--- config.mk ---
export PLATFORM = sky130hd
export DESIGN_NAME = clkgen_ctrl
export DESIGN_NICKNAME = d
export VERILOG_FILES = /design/src/rtl/clkgen_pkg.sv /design/src/rtl/pd_sync.sv /design/src/rtl/grp_div.sv /design/src/rtl/out_gate.sv /design/src/rtl/pwr_seq.sv /design/src/rtl/clkgen_ctrl.sv
export SDC_FILE = /design/constraint.sdc
export NUM_CORES = 1
export LEC_CHECK = 0
export BUFFER_PORTS_ARGS = -buffer_cell sky130_fd_sc_hd__buf_4
export CORE_AREA = 2 2 108 120
export CTS_BUF_LIST = sky130_fd_sc_hd__clkbuf_4
export DETAILED_ROUTE_END_ITERATION = 7
export DIE_AREA = 0 0 110 122
export PLACE_DENSITY = 0.87
export SKIP_LAST_GASP = 1
export SLEW_MARGIN = 20
export SYNTH_ARGS = -nofsm -noshare
export SYNTH_HDL_FRONTEND = slang
export SYNTH_HIERARCHICAL = 1
export SYNTH_SLANG_ARGS = --single-unit
--- constraint.sdc ---
create_clock -name clk -period 6.93 [get_ports clk]
set_input_delay 0.693 -clock clk [delete_from_list [all_inputs] [get_ports clk]]
set_output_delay 0.693 -clock clk [all_outputs]
set_load 0.01 [all_outputs]
--- src/rtl/clkgen_pkg.sv ---
package clkgen_pkg;
  typedef enum logic [1:0] {M_RUN100, M_RUN133, M_TRI, M_TEST} mode_e;
  typedef enum logic [2:0] {S_DOWN, S_XTAL, S_VCO, S_RUN, S_STOP, S_VCOFF} pstate_e;

  localparam int NGRP = 6;         // divided groups: host, mref, 66, pci, 48, ref
  localparam int NOUT = NGRP + 1;  // plus inverted memory reference
  localparam int G_HOST = 0;
  localparam int G_MREF = 1;
  localparam int G_66   = 2;
  localparam int G_PCI  = 3;
  localparam int G_48   = 4;
  localparam int G_REF  = 5;
  localparam int G_MREFB = 6;

  // code = {sel_hi, fs[0], fs[1]}
  function automatic logic code_legal(input logic [2:0] code);
    return (code == 3'b000) || (code == 3'b100) || (code == 3'b010) || (code == 3'b111);
  endfunction

  function automatic mode_e code_mode(input logic [2:0] code);
    case (code)
      3'b100:  return M_RUN133;
      3'b010:  return M_TRI;
      3'b111:  return M_TEST;
      default: return M_RUN100;
    endcase
  endfunction
endpackage

--- src/rtl/pd_sync.sv ---
module pd_sync #(
  parameter int   STAGES  = 2,
  parameter logic RST_VAL = 1'b0
) (
  input  logic clk,
  input  logic rst_n,
  input  logic d,
  output logic q
);
  logic [STAGES-1:0] chain;

  always_ff @(posedge clk or negedge rst_n) begin
    if (!rst_n) chain <= {STAGES{RST_VAL}};
    else        chain <= {chain[STAGES-2:0], d};
  end

  assign q = chain[STAGES-1];
endmodule

--- src/rtl/grp_div.sv ---
module grp_div #(
  parameter int PW = 8
) (
  input  logic          clk,
  input  logic          rst_n,
  input  logic          run,
  input  logic          adv,
  input  logic [PW-1:0] per,
  output logic          raw
);
  logic [PW-1:0] cnt;
  logic [PW-1:0] nxt;
  logic [PW-1:0] half;

  assign half = {1'b0, per[PW-1:1]};

  always_comb begin
    if (cnt >= per - PW'(1)) nxt = '0;
    else                     nxt = cnt + PW'(1);
  end

  always_ff @(posedge clk or negedge rst_n) begin
    if (!rst_n) begin
      cnt <= '0;
      raw <= 1'b0;
    end else if (!run) begin
      cnt <= '0;
      raw <= 1'b0;
    end else if (adv) begin
      cnt <= nxt;
      raw <= (nxt < half);
    end
  end
endmodule

--- src/rtl/out_gate.sv ---
module out_gate (
  input  logic clk,
  input  logic rst_n,
  input  logic raw,
  input  logic want,
  output logic gate,
  output logic clk_o
);
  // enable may only move while the divided clock is low
  always_ff @(posedge clk or negedge rst_n) begin
    if (!rst_n)   gate <= 1'b0;
    else if (!raw) gate <= want;
  end

  assign clk_o = raw & gate;

  AST_STOP_LOW: assert property (@(posedge clk) disable iff (!rst_n)
    $fell(clk_o) |-> $fell(raw));
endmodule

--- src/rtl/pwr_seq.sv ---
module pwr_seq
  import clkgen_pkg::*;
#(
  parameter int WAIT = 16
) (
  input  logic clk,
  input  logic rst_n,
  input  logic pd_ok,
  input  logic start_ok,
  input  logic all_closed,
  output logic xtal_en,
  output logic vco_en,
  output logic run_req
);
  localparam int CW = $clog2(WAIT + 1);

  pstate_e       st;
  logic [CW-1:0] cnt;
  logic          cnt_done;

  assign cnt_done = (cnt == CW'(WAIT - 1));

  always_ff @(posedge clk or negedge rst_n) begin
    if (!rst_n) begin
      st  <= S_DOWN;
      cnt <= '0;
    end else begin
      case (st)
        S_DOWN: if (pd_ok && start_ok) begin
          st  <= S_XTAL;
          cnt <= '0;
        end
        S_XTAL: begin
          if (!pd_ok)        st <= S_DOWN;
          else if (cnt_done) begin
            st  <= S_VCO;
            cnt <= '0;
          end else           cnt <= cnt + CW'(1);
        end
        S_VCO: begin
          if (!pd_ok)        st <= S_STOP;
          else if (cnt_done) st <= S_RUN;
          else               cnt <= cnt + CW'(1);
        end
        S_RUN:   if (!pd_ok) st <= S_STOP;
        S_STOP:  if (all_closed) st <= S_VCOFF;
        S_VCOFF: st <= S_DOWN;
        default: st <= S_DOWN;
      endcase
    end
  end

  assign xtal_en = (st != S_DOWN);
  assign vco_en  = (st == S_VCO) || (st == S_RUN) || (st == S_STOP);
  assign run_req = (st == S_RUN);

  AST_VCO_AFTER_LOW: assert property (@(posedge clk) disable iff (!rst_n)
    $fell(vco_en) |-> $past(all_closed));
  AST_XTAL_LAST: assert property (@(posedge clk) disable iff (!rst_n)
    $fell(xtal_en) |-> (!vco_en && !$past(vco_en)));
  AST_PU_ORDER: assert property (@(posedge clk) disable iff (!rst_n)
    $rose(vco_en) |-> (xtal_en && $past(xtal_en)));
  AST_RUN_NEEDS_VCO: assert property (@(posedge clk) disable iff (!rst_n)
    run_req |-> (vco_en && xtal_en));
endmodule

--- src/rtl/clkgen_ctrl.sv ---
module clkgen_ctrl
  import clkgen_pkg::*;
#(
  parameter int PW        = 8,
  parameter int P_HOST100 = 4,
  parameter int P_HOST133 = 3,
  parameter int P_66      = 6,
  parameter int P_F48     = 10,
  parameter int P_REF     = 14,
  parameter int PU_WAIT   = 16
) (
  input  logic       clk,
  input  logic       rst_n,
  input  logic       pd_req_n,
  input  logic       sel_hi,
  input  logic [1:0] fs,
  input  logic       spread_n,
  input  logic       test_tick,
  input  logic [1:0] strap_pins,
  output logic       host_clk,
  output logic       mref_clk,
  output logic       mref_clk_b,
  output logic       clk66,
  output logic       pci_clk,
  output logic       clk48,
  output logic       ref_clk,
  output logic       clk_oe,
  output logic [5:0] spread_grp,
  output logic [1:0] mult_sel,
  output logic       ref_drv_en,
  output logic       bad_code,
  output logic       xtal_en,
  output logic       vco_en
);
  localparam int P_MREF100 = 2 * P_HOST100;  // half the host rate
  localparam int P_MREF133 = P_66;           // about 66 MHz
  localparam int P_PCI     = 2 * P_66;       // half the 66 MHz rate
  localparam int T_HOST    = 4;              // test/2 in ticks
  localparam int T_MREF    = 8;              // test/4
  localparam int T_BASE    = 2;              // test rate
  localparam int T_PCI     = 12;             // test/6

  logic          pd_ok;
  logic [2:0]    sel_q;
  logic          spread_q;
  mode_e         mode_q;
  logic          strap_done;
  logic [1:0]    mult_q;
  logic          run_req;
  logic          all_closed;
  logic          adv;
  logic [PW-1:0] per_v [NGRP];
  logic [NOUT-1:0] raw_v;
  logic [NOUT-1:0] gate_v;
  logic [NOUT-1:0] out_v;

  pd_sync #(.STAGES(2), .RST_VAL(1'b0)) u_pd (
    .clk(clk), .rst_n(rst_n), .d(pd_req_n), .q(pd_ok));

  always_ff @(posedge clk or negedge rst_n) begin
    if (!rst_n) begin
      sel_q    <= 3'b000;
      spread_q <= 1'b1;
      mode_q   <= M_RUN100;
    end else begin
      sel_q    <= {sel_hi, fs[0], fs[1]};
      spread_q <= spread_n;
      if (code_legal(sel_q)) mode_q <= code_mode(sel_q);
    end
  end

  always_ff @(posedge clk or negedge rst_n) begin
    if (!rst_n) begin
      strap_done <= 1'b0;
      mult_q     <= 2'b00;
    end else if (!strap_done) begin
      strap_done <= 1'b1;
      mult_q     <= strap_pins;
    end
  end

  always_comb begin
    per_v[G_48]  = PW'(P_F48);
    per_v[G_REF] = PW'(P_REF);
    per_v[G_66]  = PW'(P_66);
    per_v[G_PCI] = PW'(P_PCI);
    case (mode_q)
      M_RUN133: begin
        per_v[G_HOST] = PW'(P_HOST133);
        per_v[G_MREF] = PW'(P_MREF133);
      end
      M_TEST: begin
        per_v[G_HOST] = PW'(T_HOST);
        per_v[G_MREF] = PW'(T_MREF);
        per_v[G_66]   = PW'(T_BASE);
        per_v[G_PCI]  = PW'(T_PCI);
        per_v[G_48]   = PW'(T_BASE);
        per_v[G_REF]  = PW'(T_BASE);
      end
      default: begin
        per_v[G_HOST] = PW'(P_HOST100);
        per_v[G_MREF] = PW'(P_MREF100);
      end
    endcase
  end

  assign adv = (mode_q == M_TEST) ? test_tick : 1'b1;

  for (genvar g = 0; g < NGRP; g++) begin : g_div
    if (g == G_REF) begin : g_xtal_dom
      grp_div #(.PW(PW)) u_div (
        .clk(clk), .rst_n(rst_n), .run(xtal_en), .adv(adv),
        .per(per_v[g]), .raw(raw_v[g]));
    end else begin : g_vco_dom
      grp_div #(.PW(PW)) u_div (
        .clk(clk), .rst_n(rst_n), .run(vco_en), .adv(adv),
        .per(per_v[g]), .raw(raw_v[g]));
    end
  end

  assign raw_v[G_MREFB] = ~raw_v[G_MREF];

  for (genvar o = 0; o < NOUT; o++) begin : g_gate
    out_gate u_gate (
      .clk(clk), .rst_n(rst_n), .raw(raw_v[o]), .want(run_req),
      .gate(gate_v[o]), .clk_o(out_v[o]));
  end

  assign all_closed = ~|gate_v;

  pwr_seq #(.WAIT(PU_WAIT)) u_seq (
    .clk(clk), .rst_n(rst_n), .pd_ok(pd_ok), .start_ok(strap_done),
    .all_closed(all_closed), .xtal_en(xtal_en), .vco_en(vco_en),
    .run_req(run_req));

  assign host_clk   = out_v[G_HOST];
  assign mref_clk   = out_v[G_MREF];
  assign mref_clk_b = out_v[G_MREFB];
  assign clk66      = out_v[G_66];
  assign pci_clk    = out_v[G_PCI];
  assign clk48      = out_v[G_48];
  assign ref_clk    = out_v[G_REF];
  assign clk_oe     = (mode_q != M_TRI);
  assign spread_grp = {2'b00, {4{~spread_q}}};
  assign mult_sel   = mult_q;
  assign ref_drv_en = strap_done;
  assign bad_code   = ~code_legal(sel_q);

  AST_MREF_PAIR: assert property (@(posedge clk) disable iff (!rst_n)
    (gate_v[G_MREF] && gate_v[G_MREFB]) |-> (mref_clk != mref_clk_b));
  AST_STRAP_HOLD: assert property (@(posedge clk) disable iff (!rst_n)
    $past(strap_done) |-> $stable(mult_sel));
  AST_SPREAD_PIN: assert property (@(posedge clk) disable iff (!rst_n)
    $past(rst_n) |-> (spread_grp[0] == !$past(spread_n)));
  AST_RSV_HOLD: assert property (@(posedge clk) disable iff (!rst_n)
    $past(bad_code) |-> $stable(mode_q));
  AST_DARK_WHEN_OFF: assert property (@(posedge clk) disable iff (!rst_n)
    !vco_en |-> (out_v == '0));
endmodule

# Word level (Yosys, flattened, before mapping)
# Cells that the tools add are included.
[op_classes]
mux = 48
reduce_logical = 13
magnitude_cmp = 12
bitwise_logic = 10
n_addsub = 13
n_eq_ne = 21
[op_table]
columns = ["cell", "n"]
rows = [
  ["2-to-1 mux 8 bit", 18],
  ["adder 8 x 1 -> 8 bit, second input constant", 6],
  ["greater-or-equal comparator 8 bit", 6],
  ["less-than comparator 8 x 7 -> 1 bit", 4],
  ["subtractor 8 x 1 -> 8 bit, second input constant", 4],
  ["2-to-1 mux 27 bit", 1],
  ["2-to-1 mux 5 bit", 5],
  ["2-to-1 mux 3 bit", 7],
  ["less-than comparator 8 x 2 -> 1 bit", 2],
  ["inequality test 2 bit, second input constant", 8],
  ["one-hot mux 3 bit (5 select lines)", 1],
  ["one-hot mux 5 bit (3 select lines)", 1],
  ["2-to-1 mux 1 bit", 13],
  ["2-to-1 mux 11 bit", 1],
  ["AND reduction 5 bit", 2],
  ["equality test 3 x 2 -> 1 bit, second input constant", 3],
  ["equality test 3 bit, second input constant", 3],
  ["subtractor 3 x 1 -> 4 bit, second input constant", 2],
  ["bitwise AND 1 bit", 7],
  ["OR reduction 7 bit", 1],
  ["logical NOT 3 bit", 2],
  ["inequality test 3 x 2 -> 1 bit, second input constant", 2],
  ["one-hot mux 2 bit (3 select lines)", 1],
  ["nonzero test 3 bit", 2],
  ["9 further kinds", 15],
]
[totals]
reg_bits = 80
word_cells = 144
inputBits = 10

# Depth between registers and ports, before layout
[depth]
ltp_word = 8
ltp_mapped = 18
mapped_depth_nobuf = 17

# By module
# The synthesis kept the hierarchy.
[modules_own_cells]
columns = ["module", "cells_per_inst", "n_inst", "seq_area_each_um2", "area_per_inst_um2"]
rows = [
  ["grp_div at g_div[1].g_vco_dom.u_div ...", 126, 3, 225.2, 1037.2],
  ["grp_div at g_div[0].g_vco_dom.u_div", 134, 1, 225.2, 1048.5],
  ["grp_div at g_div[3].g_vco_dom.u_div", 129, 1, 225.2, 1042.2],
  ["grp_div at g_div[4].g_vco_dom.u_div", 126, 1, 225.2, 1036.0],
  ["pwr_seq", 56, 1, 200.2, 530.5],
  ["clkgen_ctrl", 36, 1, 226.5, 410.4],
  ["out_gate", 3, 7, 25.0, 47.5],
  ["pd_sync", 2, 1, 50.0, 50.0],
]

# Least setup slack after synthesis
# OpenSTA, ideal clock, no wires.
[synth_path]
path_type = "register -> register"
start = "register mode_q[1]"
end = "register g_div[1].g_vco_dom.u_div.raw"
synth_period_minus_slack_ns = 3.622
slack_ns = 3.308
t_arrival_ns = 3.500
setup_time_ns = 0.122
t_required_ns = 6.808
path_buffers = 1
stages_incl_launch_ff = 18
path_cell_list = "dfrtp_1 -> nor2b_1 -> inv_1 -> inv_1 -> nand2_1 -> nor4_1 -> xnor2_1 -> ha_1 -> nand4_1 -> o31ai_2 -> buf_2 -> nor2_1 -> ha_1 -> and2_1 -> nor2_1 -> a21oi_1 -> a21oi_1 -> o2111a_1"
[synth_lines]
columns = ["item", "line_no", "source"]
rows = [
  ["start: declaration", "clkgen_ctrl.sv:46", "mode_e mode_q;"],
  ["start signal: assignment", "clkgen_ctrl.sv:68", "if (code_legal(sel_q)) mode_q <= code_mode(sel_q);"],
  ["end signal: assignment", "grp_div.sv:31", "raw <= (nxt < half);"],
  ["end: declaration", "grp_div.sv:9", "output logic raw"],
]

==> results.yml <==
outcome:
  status: "finished clean"
layout:
  drive_gt1_share_pct: 8.34
  fillers: 972
  register_area_sq_um: 2000
  postLayoutCoreUtil_pct: 67.9
  antenna_cells: 0
  multi_input_area_sq_um: 5570
  final_nets: 1112
  area_delta_synth_final_pct: 10.7
synth:
  synthesis.area_sq_um: 7560
  synth_xor_area_share_pct: 7.88
  yosys_warnings: 6
  synth_compound_area_share_pct: 16.6
  muxShareOfSynthArea_pct: 1.97
  synth_flop_cell: "dfrtp_1"
  yosys-top-cells-count: "ha_1, nor2_1, dfrtp_1"
  synth_top_area_share_pct: 26.1
  yosysUniqueCellTypes: 70
  synth-seq-cells: 80
  synthTopCellsByArea: "dfrtp_1, ha_1, xnor2_1, nor2_1, inv_1"
  synth_top_family_by_area: "simple AND/OR/NAND/NOR gates"
  avgSynthCellArea_sq_um: 8.57
  synth_area_leader_cell: "dfrtp_1"
  synth_edf_count: 0
  yosys.area_share.adder_pct: 16.4
  synth.most_common_cell: "ha_1"
  async_flop_share_pct: 100
  synth-simple-area-share_pct: 25.0
  postSynthCellCount: 882
  seq_area_frac_synth_pct: 26.5
power:
  peakVddDrop_uv: 88.9
  p_leak_uw: 0.00396
  power_density_nw_per_um2: 112
drt:
  drc: 0
  ant_nets: 0
  vias_per_cell: 5.55
  routedWlPerCell_microns: 13.5
  first_iter_violations: 352
  route.vias.total: 6461
  wirelength_mm: 15.7
  dr.pass1.iters: 6
floorplanning:
  core_area_sq_um: 12300
  io_pins: 30
  std_cell_rows: 43
  die_x_microns: 110
  start_util_pct: 61.4
  dieArea_sq_um: 13400
  die_y_microns: 122
global_routing:
  grt_usage_pct: 24.8
  first_global_vias: 6072
  grt_max_degree: 110
  grt_pass1_wl_mm: 26.8
  antenna_found_initial: 0
  overflow: 0
clocking:
  tritoncts: "yes"
  cts.sinks: 80
  insertion_delay_ps: 440
  clk_pin_slew_ps: 130
  cts-root-buf: "clkbuf_4"
  post_cts_buffers: 0
  hold_buffers: 0
  ctsResizeCount: 0
  cts_buffers: 9
  cts-htree-levels: 3
  clockBufferDepth: 2
worst_hold_path:
  hold_path.class: "input port to async pin"
sta:
  fin_crit_sh_pct: 60.8
  setup_viol: 0
  tightestPinTransition_ps: 1030
  period_minus_slack_ps: 4210
  slew_headroom_pct: 30.8
  final-max-slew-violation-count: 0
  fmax_mhz: 238
  rsz0062_at_grt: "no"
  finalHoldViolCount: 0
  final.setup_skew_ps: 9.58
  fin_setup_tns_ps: 0
place:
  io_buffers: 27
  hpwl_mm: 11.4
  gp_congestion: 0.873
worst_setup_path:
  crit_path_start_kind: "flip-flop"
  crit_type: "flip-flop to flip-flop"
  cp_top_family: "simple AND/OR/NAND/NOR gates"
  crit_chain: "nor2b_1, inv_1, inv_1, nand2_1, nor4_1, xnor2_1, ha_1, nand4_1, o31ai_4, nor2_1, ha_1, and2_1, nor2_1, a21oi_1, a21oi_1, o2111a_1"
  critPathCaptureType: "flip-flop"
  arrival_ps: 4550
  required_ps: 7270
  critPathMaxStageDelay_ps: 660
  worstPathMaxFanout: 16
  cpMaxStageDelayCell: "o31ai_4"
  path_buf_inv: 2
job:
  max_cap_violations: 0
[metrics by stage]
stage          std cells  setup slack [ps]  total power, uW  instance area [sq um]  hold slack, ps
6_report            1164              2720              936                   8370             266
5_1_grt             1164              2400             1000                   8370             317
3_3_place_gp        1149              2670              694                   8240             335
2_1_floorplan        991              3310              651                   7970             331
4_1_cts             1164              2450              941                   8340             315
3_5_place_dp        1149              2460              703                   8240             342
[state kept, by name, indices dropped and copies added (netlist names), 2 cells and up]
signal                      flops
g_div.g_vco_dom.u_div/cnt      40
g_div.g_vco_dom.u_div/raw       5
g_div.g_xtal_dom.u_div/cnt      8
g_gate.u_gate/gate              7
mode_q                          2
mult_sel                        2
sel_q                           3
u_pd/chain                      2
u_seq/cnt                       5
u_seq/st                        3
[worst reg2reg max path: stages, from the launching register on]
cell	delay, ps
dfrtp_1	440
nor2b_1	520
inv_1	240
inv_1	160
nand2_1	100
nor4_1	280
xnor2_1	110
ha_1	300
nand4_1	160
o31ai_4	660
nor2_1	120
ha_1	320
and2_1	150
nor2_1	50
a21oi_1	190
a21oi_1	90
o2111a_1	230
[report_power, final]
part           switching (uW)  internal, uW  total, uW
combinational             123          83.8        207
sequential               14.9           480        495
clock                     162          72.4        235
total                     300           636        936
[final cells by class]
cell class | count | area share [%]
sequential | 80 | 23.9
inverter | 75 | 3.36
clock buffer | 10 | 0.897
tap | 157 | 2.35
clock inverter | 5 | 0.299
multi-input combinational | 808 | 66.5
timing repair buffer | 29 | 2.65
[layout by cell type (no fill, tap or decap), types with 6 or more instances in the layout]
master	n
conb_1	111
ha_1	99
nor2_1	84
dfrtp_1	79
inv_1	75
xnor2_1	56
nand2_1	54
a21oi_1	37
buf_4	28
nand2b_1	27
nand3_1	27
o21ai_0	25
o21a_1	22
nor2b_1	20
nand4_1	19
nand3b_1	19
nor3_1	13
xor2_1	12
a211o_1	11
clkbuf_4	10
a21o_1	9
and2_1	9
a31oi_1	9
o21bai_1	7
nor4_1	7
or3_1	7
and4b_1	7
and2_2	7
mux2_4	7
o211ai_1	6
a21boi_1	6
nor3b_1	6
or3b_1	6
[final timing paths]
| path | cells after the start | end | slack, ps | startpoint |
|---|---|---|---|---|
| setup / recovery | 16 | g_div[1].g_vco_dom.u_div/raw$_DFFE_PN0P_ | 2720 | mode_q[1]$_DFFE_PN0P_ |
| hold / removal | 1 | g_div[4].g_vco_dom.u_div/cnt[6]$_DFFE_PN0P_ | 270 | rst_n |
| setup reg to reg | 16 | g_div[1].g_vco_dom.u_div/raw$_DFFE_PN0P_ | 2720 | mode_q[1]$_DFFE_PN0P_ |
| hold reg to reg | 0 | u_pd/chain[1]$_DFF_PN0_ | 370 | u_pd/chain[0]$_DFF_PN0_ |
| max in group asynchronous | 1 | g_div[5].g_xtal_dom.u_div/cnt[3]$_DFFE_PN0P_ | 6150 | rst_n |
| min in group clk | 1 | u_pd/chain[0]$_DFF_PN0_ | 350 | pd_req_n |
[per-layer routing]
layer	part of all wire [%]	GRT usage [%]	vias up
met5	0	0	-
met4	2.0	9.10	0
met3	3.4	3.37	33
li1	-	-	3262
met2	49	42.1	124
met1	45	31.9	3042
[cell families (layout without fill, tap and decap cells)]
family,count (synthesis),in the layout
buffers and inverters,103,119
and+or+nand+nor,341,341
AOI/OAI and AO/OA,178,178
xor gates and xnor gates,68,68
other,2,111
muxes,11,11
adders and majority gates,99,99
DFF,80,80
No activity file was read; power rests on OpenSTA's default activity.
